$ cat src/rtl/csc_pkg.sv
package csc_pkg;
   localparam int N_ROWS  = 3;
   localparam int N_TERMS = 4;
   localparam int N_COEF  = N_ROWS * N_TERMS;
   localparam int ADDR_W  = $clog2(N_COEF + 4);

   // Output row order inside the coefficient set.
   typedef enum int {ROW_G = 0, ROW_R = 1, ROW_B = 2} row_e;

   // Reset matrix as integers: weights at 10 fractional bits,
   // constants at 4 fractional bits.
   function automatic int dflt_coef(int idx);
      case (idx)
         0:       return 1191;
         1:       return -401;
         2:       return -833;
         3:       return 2167;
         4:       return 1191;
         5:       return 0;
         6:       return 1634;
         7:       return -3567;
         8:       return 1191;
         9:       return 2066;
         10:      return 0;
         11:      return -4431;
         default: return 0;
      endcase
   endfunction
endpackage

$ cat src/rtl/csc_delay.sv
module csc_delay #(
   parameter int W     = 8,
   parameter int DEPTH = 3
) (
   input  logic         clk,
   input  logic         rst_n,
   input  logic [W-1:0] d,
   output logic [W-1:0] q
);
   if (DEPTH < 1) begin : g_bad_depth
      $fatal(1, "csc_delay: DEPTH must be at least 1");
   end

   logic [W-1:0] stage [DEPTH];

   for (genvar k = 0; k < DEPTH; k++) begin : g_stage
      always_ff @(posedge clk or negedge rst_n) begin
         if (!rst_n)
            stage[k] <= '0;
         else if (k == 0)
            stage[k] <= d;
         else
            stage[k] <= stage[(k == 0) ? 0 : k-1];
      end
   end

   assign q = stage[DEPTH-1];
endmodule

$ cat src/rtl/csc_channel.sv
module csc_channel #(
   parameter int PIX_W    = 8,
   parameter int MUL_W    = 13,
   parameter int MUL_FRAC = 10,
   parameter int OFS_W    = 14,
   parameter int OFS_FRAC = 4
) (
   input  logic             clk,
   input  logic             rst_n,
   input  logic [PIX_W-1:0] c0,
   input  logic [PIX_W-1:0] c1,
   input  logic [PIX_W-1:0] c2,
   input  logic [MUL_W-1:0] k0,
   input  logic [MUL_W-1:0] k1,
   input  logic [MUL_W-1:0] k2,
   input  logic [OFS_W-1:0] kc,
   output logic [PIX_W-1:0] res
);
   localparam int PROD_W = MUL_W + PIX_W + 1;
   localparam int SHIFT  = MUL_FRAC - OFS_FRAC;
   localparam int OFS_X  = OFS_W + SHIFT;
   localparam int SUM_W  = ((PROD_W + 2) > OFS_X ? (PROD_W + 2) : OFS_X) + 1;
   localparam logic signed [SUM_W-1:0] HALF  = SUM_W'(1) <<< (MUL_FRAC - 1);
   localparam logic signed [SUM_W-1:0] TOP_V = SUM_W'((1 << PIX_W) - 1);

   if (SHIFT < 0) begin : g_bad_frac
      $fatal(1, "csc_channel: constant cannot be finer than the weights");
   end

   // Stage 1: products and aligned constant.
   logic signed [PROD_W-1:0] p0, p1, p2;
   logic signed [SUM_W-1:0]  cst;

   logic signed [MUL_W-1:0] k0s, k1s, k2s;
   logic signed [OFS_W-1:0] kcs;
   logic signed [PIX_W:0]   x0, x1, x2;

   always_comb begin
      k0s = k0;
      k1s = k1;
      k2s = k2;
      kcs = kc;
      x0  = {1'b0, c0};
      x1  = {1'b0, c1};
      x2  = {1'b0, c2};
   end

   always_ff @(posedge clk or negedge rst_n) begin
      if (!rst_n) begin
         p0  <= '0;
         p1  <= '0;
         p2  <= '0;
         cst <= '0;
      end else begin
         p0  <= PROD_W'(k0s) * PROD_W'(x0);
         p1  <= PROD_W'(k1s) * PROD_W'(x1);
         p2  <= PROD_W'(k2s) * PROD_W'(x2);
         cst <= SUM_W'(kcs) <<< SHIFT;
      end
   end

   // Stage 2: accumulate.
   logic signed [SUM_W-1:0] acc;

   always_ff @(posedge clk or negedge rst_n) begin
      if (!rst_n)
         acc <= '0;
      else
         acc <= SUM_W'(p0) + SUM_W'(p1) + SUM_W'(p2) + cst;
   end

   // Stage 3: round, scale down, saturate.
   logic signed [SUM_W-1:0] rnd, whole;

   always_comb begin
      rnd   = acc + HALF;
      whole = rnd >>> MUL_FRAC;
   end

   always_ff @(posedge clk or negedge rst_n) begin
      if (!rst_n)
         res <= '0;
      else if (whole[SUM_W-1])
         res <= '0;
      else if (whole > TOP_V)
         res <= '1;
      else
         res <= whole[PIX_W-1:0];
   end
endmodule

$ cat src/rtl/csc_coef_bank.sv
module csc_coef_bank
   import csc_pkg::*;
#(
   parameter int COEF_W   = 14,
   parameter bit SHADOWED = 1'b1
) (
   input  logic                          clk,
   input  logic                          rst_n,
   input  logic                          we,
   input  logic [ADDR_W-1:0]             addr,
   input  logic [COEF_W-1:0]             wdata,
   input  logic                          commit,
   output logic [N_COEF-1:0][COEF_W-1:0] active
);
   logic hit;
   assign hit = we && (addr < ADDR_W'(N_COEF));

   if (SHADOWED) begin : g_shadow
      logic [N_COEF-1:0][COEF_W-1:0] hold;

      always_ff @(posedge clk or negedge rst_n) begin
         if (!rst_n) begin
            for (int i = 0; i < N_COEF; i++)
               hold[i] <= COEF_W'(dflt_coef(i));
         end else if (hit) begin
            hold[addr] <= wdata;
         end
      end

      always_ff @(posedge clk or negedge rst_n) begin
         if (!rst_n) begin
            for (int i = 0; i < N_COEF; i++)
               active[i] <= COEF_W'(dflt_coef(i));
         end else if (commit) begin
            active <= hold;
         end
      end
   end else begin : g_direct
      always_ff @(posedge clk or negedge rst_n) begin
         if (!rst_n) begin
            for (int i = 0; i < N_COEF; i++)
               active[i] <= COEF_W'(dflt_coef(i));
         end else if (hit) begin
            active[addr] <= wdata;
         end
      end
   end
endmodule

$ cat src/rtl/yuv_rgb_csc.sv
module yuv_rgb_csc
   import csc_pkg::*;
#(
   parameter int PIX_W    = 8,
   parameter int MUL_W    = 13,
   parameter int MUL_FRAC = 10,
   parameter int OFS_W    = 14,
   parameter int OFS_FRAC = 4,
   parameter bit SHADOWED = 1'b1
) (
   input  logic                              clk,
   input  logic                              rst_n,
   input  logic                              in_valid,
   input  logic [PIX_W-1:0]                  in_y,
   input  logic [PIX_W-1:0]                  in_u,
   input  logic [PIX_W-1:0]                  in_v,
   input  logic                              bypass,
   input  logic                              frame_start,
   input  logic                              coef_we,
   input  logic [ADDR_W-1:0]                 coef_addr,
   input  logic [((MUL_W > OFS_W) ? MUL_W : OFS_W)-1:0] coef_data,
   output logic                              out_valid,
   output logic [PIX_W-1:0]                  out_r,
   output logic [PIX_W-1:0]                  out_g,
   output logic [PIX_W-1:0]                  out_b
);
   localparam int COEF_W = (MUL_W > OFS_W) ? MUL_W : OFS_W;
   localparam int LAT    = 3;
   localparam int SIDE_W = 2 + 3 * PIX_W;

   if (MUL_FRAC < OFS_FRAC) begin : g_bad_frac
      $fatal(1, "yuv_rgb_csc: MUL_FRAC must not be below OFS_FRAC");
   end
   if (MUL_W <= MUL_FRAC || MUL_FRAC < 1) begin : g_bad_mul
      $fatal(1, "yuv_rgb_csc: weight format needs integer and fraction bits");
   end
   if (PIX_W < 2) begin : g_bad_pix
      $fatal(1, "yuv_rgb_csc: PIX_W too small");
   end

   logic [N_COEF-1:0][COEF_W-1:0] coefs;

   csc_coef_bank #(
      .COEF_W   (COEF_W),
      .SHADOWED (SHADOWED)
   ) u_bank (
      .clk    (clk),
      .rst_n  (rst_n),
      .we     (coef_we),
      .addr   (coef_addr),
      .wdata  (coef_data),
      .commit (frame_start),
      .active (coefs)
   );

   logic [N_ROWS-1:0][PIX_W-1:0] row_res;

   for (genvar r = 0; r < N_ROWS; r++) begin : g_row
      csc_channel #(
         .PIX_W    (PIX_W),
         .MUL_W    (MUL_W),
         .MUL_FRAC (MUL_FRAC),
         .OFS_W    (OFS_W),
         .OFS_FRAC (OFS_FRAC)
      ) u_chan (
         .clk   (clk),
         .rst_n (rst_n),
         .c0    (in_y),
         .c1    (in_u),
         .c2    (in_v),
         .k0    (coefs[r*N_TERMS+0][MUL_W-1:0]),
         .k1    (coefs[r*N_TERMS+1][MUL_W-1:0]),
         .k2    (coefs[r*N_TERMS+2][MUL_W-1:0]),
         .kc    (coefs[r*N_TERMS+3][OFS_W-1:0]),
         .res   (row_res[r])
      );
   end

   // Side path: qualifier, bypass flag and raw components, delayed to match.
   logic [SIDE_W-1:0] side_d, side_q;
   logic              vld_q, byp_q;
   logic [PIX_W-1:0]  y_q, u_q, v_q;

   assign side_d = {in_valid, in_valid & bypass, in_y, in_u, in_v};

   csc_delay #(
      .W     (SIDE_W),
      .DEPTH (LAT)
   ) u_side (
      .clk   (clk),
      .rst_n (rst_n),
      .d     (side_d),
      .q     (side_q)
   );

   assign {vld_q, byp_q, y_q, u_q, v_q} = side_q;

   assign out_valid = vld_q;
   assign out_r     = byp_q ? y_q : row_res[ROW_R];
   assign out_g     = byp_q ? u_q : row_res[ROW_G];
   assign out_b     = byp_q ? v_q : row_res[ROW_B];
endmodule

$ cat config.mk
export PLATFORM = sky130hd
export DESIGN_NAME = yuv_rgb_csc
export DESIGN_NICKNAME = d
export VERILOG_FILES = /design/src/rtl/csc_pkg.sv /design/src/rtl/csc_delay.sv /design/src/rtl/csc_channel.sv /design/src/rtl/csc_coef_bank.sv /design/src/rtl/yuv_rgb_csc.sv
export SDC_FILE = /design/constraint.sdc
export NUM_CORES = 2
export LEC_CHECK = 0
export BUFFER_PORTS_ARGS = -buffer_cell sky130_fd_sc_hd__buf_4
export CORE_AREA = 3 3 339 341
export DETAILED_ROUTE_END_ITERATION = 6
export DIE_AREA = 0 0 342 344
export GPL_ROUTABILITY_DRIVEN = 0
export GPL_TIMING_DRIVEN = 0
export PLACE_DENSITY_LB_ADDON = 0.15
export SLEW_MARGIN = 20
export SYNTH_ARGS = -nofsm -noshare
export SYNTH_HDL_FRONTEND = slang
export SYNTH_SLANG_ARGS = --single-unit
$ cat constraint.sdc
create_clock -name clk -period 5.2 [get_ports clk]
set_input_delay 0 -clock clk [delete_from_list [all_inputs] [get_ports clk]]
set_output_delay 0 -clock clk [all_outputs]
set_load 0.05 [all_outputs]
==> metrics.cfg <==
[timing]
period_share_pct = 97.6
rsz0062_at_grt = true
setup_violations = 0
max_freq_mhz = 197
tightest_slew_ps = 1080
slew_headroom_pct = 27.7
drv_slew = 0
hold_viol_final = 0
fin_skew_ps = 28.2
min_period_ps = 5070

[placed_design]
port_buffers = 71
place_hpwl_um = 126000
dpl.cell_count = 7635

[clock_network]
clk_pin_slew_worst_paths_ps = 60
cts_root_buf = clkbuf_16
cts_buffers = 81
numClockSinks = 708
cts_tree = done
clockBufferDepth = 3
clk_latency_ps = 670
htree_levels = 3

[route]
drtIter0Drc = 2627
postRouteAntennaNets = 0
routed_wl_um = 161000
drc_errors = 0
first_pass_iters = 5
routedWlPerCell_um = 20.5
viasPerCell = 5.32
vias = 41800

[logic_synthesis]
ys_ff_latch = 708
synth_top_cell_by_area = fa_1
synth_ff_type = dfrtp_1
synth_fp_nets = 7438
ys.warnings.count = 0
async_flop_share_pct = 100
synthMostInstantiatedCell = inv_1
synth.distinct_cells = 75
synth_edf_count = 0
synth.top_cells.by_count = inv_1 (1291), fa_1 (819), dfrtp_1 (576), nand2_1 (528), ha_1 (525)
yosysSeqAreaShare_pct = 28.5
synth_area_leaders = fa_1 (26%), dfrtp_1 (23%), ha_1 (10%)
syn_area_mm2 = 0.0628
syn_inst = 6046
avgSynthCellArea_um2 = 10.4
synth_top_area_share_pct = 26.1

[floorplanning]
core_mm2 = 0.112
die_h_um = 344
rows = 123
die_width_um = 342
io_pins = 73
start_util_pct = 56.0
die-area_mm2 = 0.118

[min_path]
hp-class = input port to flip-flop

[final_layout]
layout-drive-gt1-share_pct = 13.8
final_cells = 7860
fillCellCount = 9189
nets = 7681
synthToLayoutAreaGrowth_pct = 11.3

[outcome]
status = completed

[critical_path]
critPathMaxFanout = 9
critPathLaunchType = flip-flop
cp.required_ps = 5710
worstPathArrival_ps = 5590
crit_path_end_kind = flip-flop
critPathKind = flip-flop to flip-flop
rrSetupSlack_ps = 130

[grt]
track_usage_pct = 28.3
antenna_found_initial = 19
grt.overflow.total = 0
grt_max_degree = 98
grt_first_pass_wirelength_um = 251000
first_global_vias = 44000

[flow_run]
cap_violations = 0

[worst max-delay path: stages, from the launching register on]
cell and delay [ps]:
dfrtp_1 360, clkbuf_1 230, and2_1 250, fa_1 510
fa_1 510, fa_1 500, inv_1 50, fa_1 510
inv_1 60, ha_1 340, a21o_1 180, a21o_1 180
a21oi_1 210, nor2_1 70, nor2_1 110, o31ai_1 120
o41ai_2 410, buf_4 190, buf_4 100, a211oi_2 50
[per-stage QoR]
step                      setup TNS, ps  hold slack, ps  instance area [um^2]  setup WS [ps]  util (%)
after floorplan                       0            -296                 62800            245         -
after global placement         -2258810             122                 65200          -3760      58.1
after detailed placement         -42300           -94.7                 65700          -1070      58.6
after CTS                             0            7.37                 69300           6.33      61.8
after global routing              -83.9            24.3                 69900          -30.5      62.3
final                                 0            42.9                 69900            127      62.3
[cell usage in the layout, fill, tap and decap left out, drive strengths merged, types with 17 or more instances in the layout]
cell type    Yosys  final
a21boi          25     25
a21o            47     47
a21oi          168    168
and2           496    496
and3            30     30
buf             10    134
clkbuf         173    250
dfrtp          576    576
dfstp          132    132
dlygate4sd3      0     64
fa             819    819
ha             525    525
inv           1291   1303
mux2           343    343
nand2          528    528
nand2b          31     31
nand3           45     45
nor2           171    171
nor2b           38     38
nor3            42     42
o21a            20     20
o21ai           88     88
o21bai          17     17
xnor2          195    195
xor2            67     67
[logic make-up (layout without fill, tap and decap cells)]
family / after synthesis / count (layout) / synth area share [%]
other: 0 / 2 / 0
multiplexers: 345 / 345 / 6.18
flip-flops: 708 / 708 / 28.5
adder cells (fa/ha/maj): 1344 / 1344 / 36.6
XOR/XNOR: 262 / 262 / 3.65
AND/OR/NAND/NOR: 1443 / 1443 / 11.5
AO/OA/AOI/OAI: 470 / 470 / 4.81
buffers and inverters: 1474 / 1786 / 8.81
[registers in the layout, indices dropped and copies added (netlist names)]
| register | count |
|---|---|
| g_row.u_chan.p2 | 66 |
| u_side.stage | 52 |
| u_bank.active | 159 |
| g_row.u_chan.res | 24 |
| g_row.u_chan.p1 | 66 |
| g_row.u_chan.cst | 42 |
| u_bank.g_shadow.hold | 159 |
| u_side.q | 26 |
| g_row.u_chan.acc | 48 |
| g_row.u_chan.p0 | 66 |
[routing by layer]
layer	track usage [%]	wire, um
met1	38.5	67900
met2	45.9	75200
met3	4.65	10700
met4	10.6	6930
met5	0	55
[worst paths after layout]
path | from | to | depth (start not counted)
setup reg to reg | u_bank.active[135]$_DFFE_PN0P_ | g_row[2].u_chan.p1[21]$_DFF_PN0_ | 19
hold reg to reg | u_side.stage[63]$_DFF_PN0_ | u_side.stage[37]$_DFF_PN0_ | 0
hold / removal | in_y[4] | u_side.stage[72]$_DFF_PN0_ | 2
max in group asynchronous | rst_n | u_side.q[21]$_DFF_PN0_ | 7
min in group asynchronous | rst_n | u_bank.g_shadow.hold[161]$_DFFE_PN1P_ | 3
setup / recovery | u_bank.active[135]$_DFFE_PN0P_ | g_row[2].u_chan.p1[21]$_DFF_PN0_ | 19
[what timing repair did]
action                                  4_1_cts  5_1_grt
resized for setup                            32      104
pin swaps                                     8       32
endpoints found under the setup margin       34       60
endpoints found under the hold margin       301        8
buffers inserted                              4       32
hold buffers                                 59        6
cloned                                        0        0
[layout make-up]
class	count	area, um^2	area share, %
antenna	2	5.00	0.00716
multi-input combinational	3864	39900	57.1
inverter	1291	4850	6.93
timing repair buffer	190	1950	2.79
clock inverter	46	587	0.840
sequential	708	17900	25.6
buffer	153	614	0.879
clock buffer	106	2220	3.18
tap	1500	1880	2.69
Power is left out: the tool's default activity adds up to more than one toggle a clock period on the data nets, which glitch-free logic cannot reach.
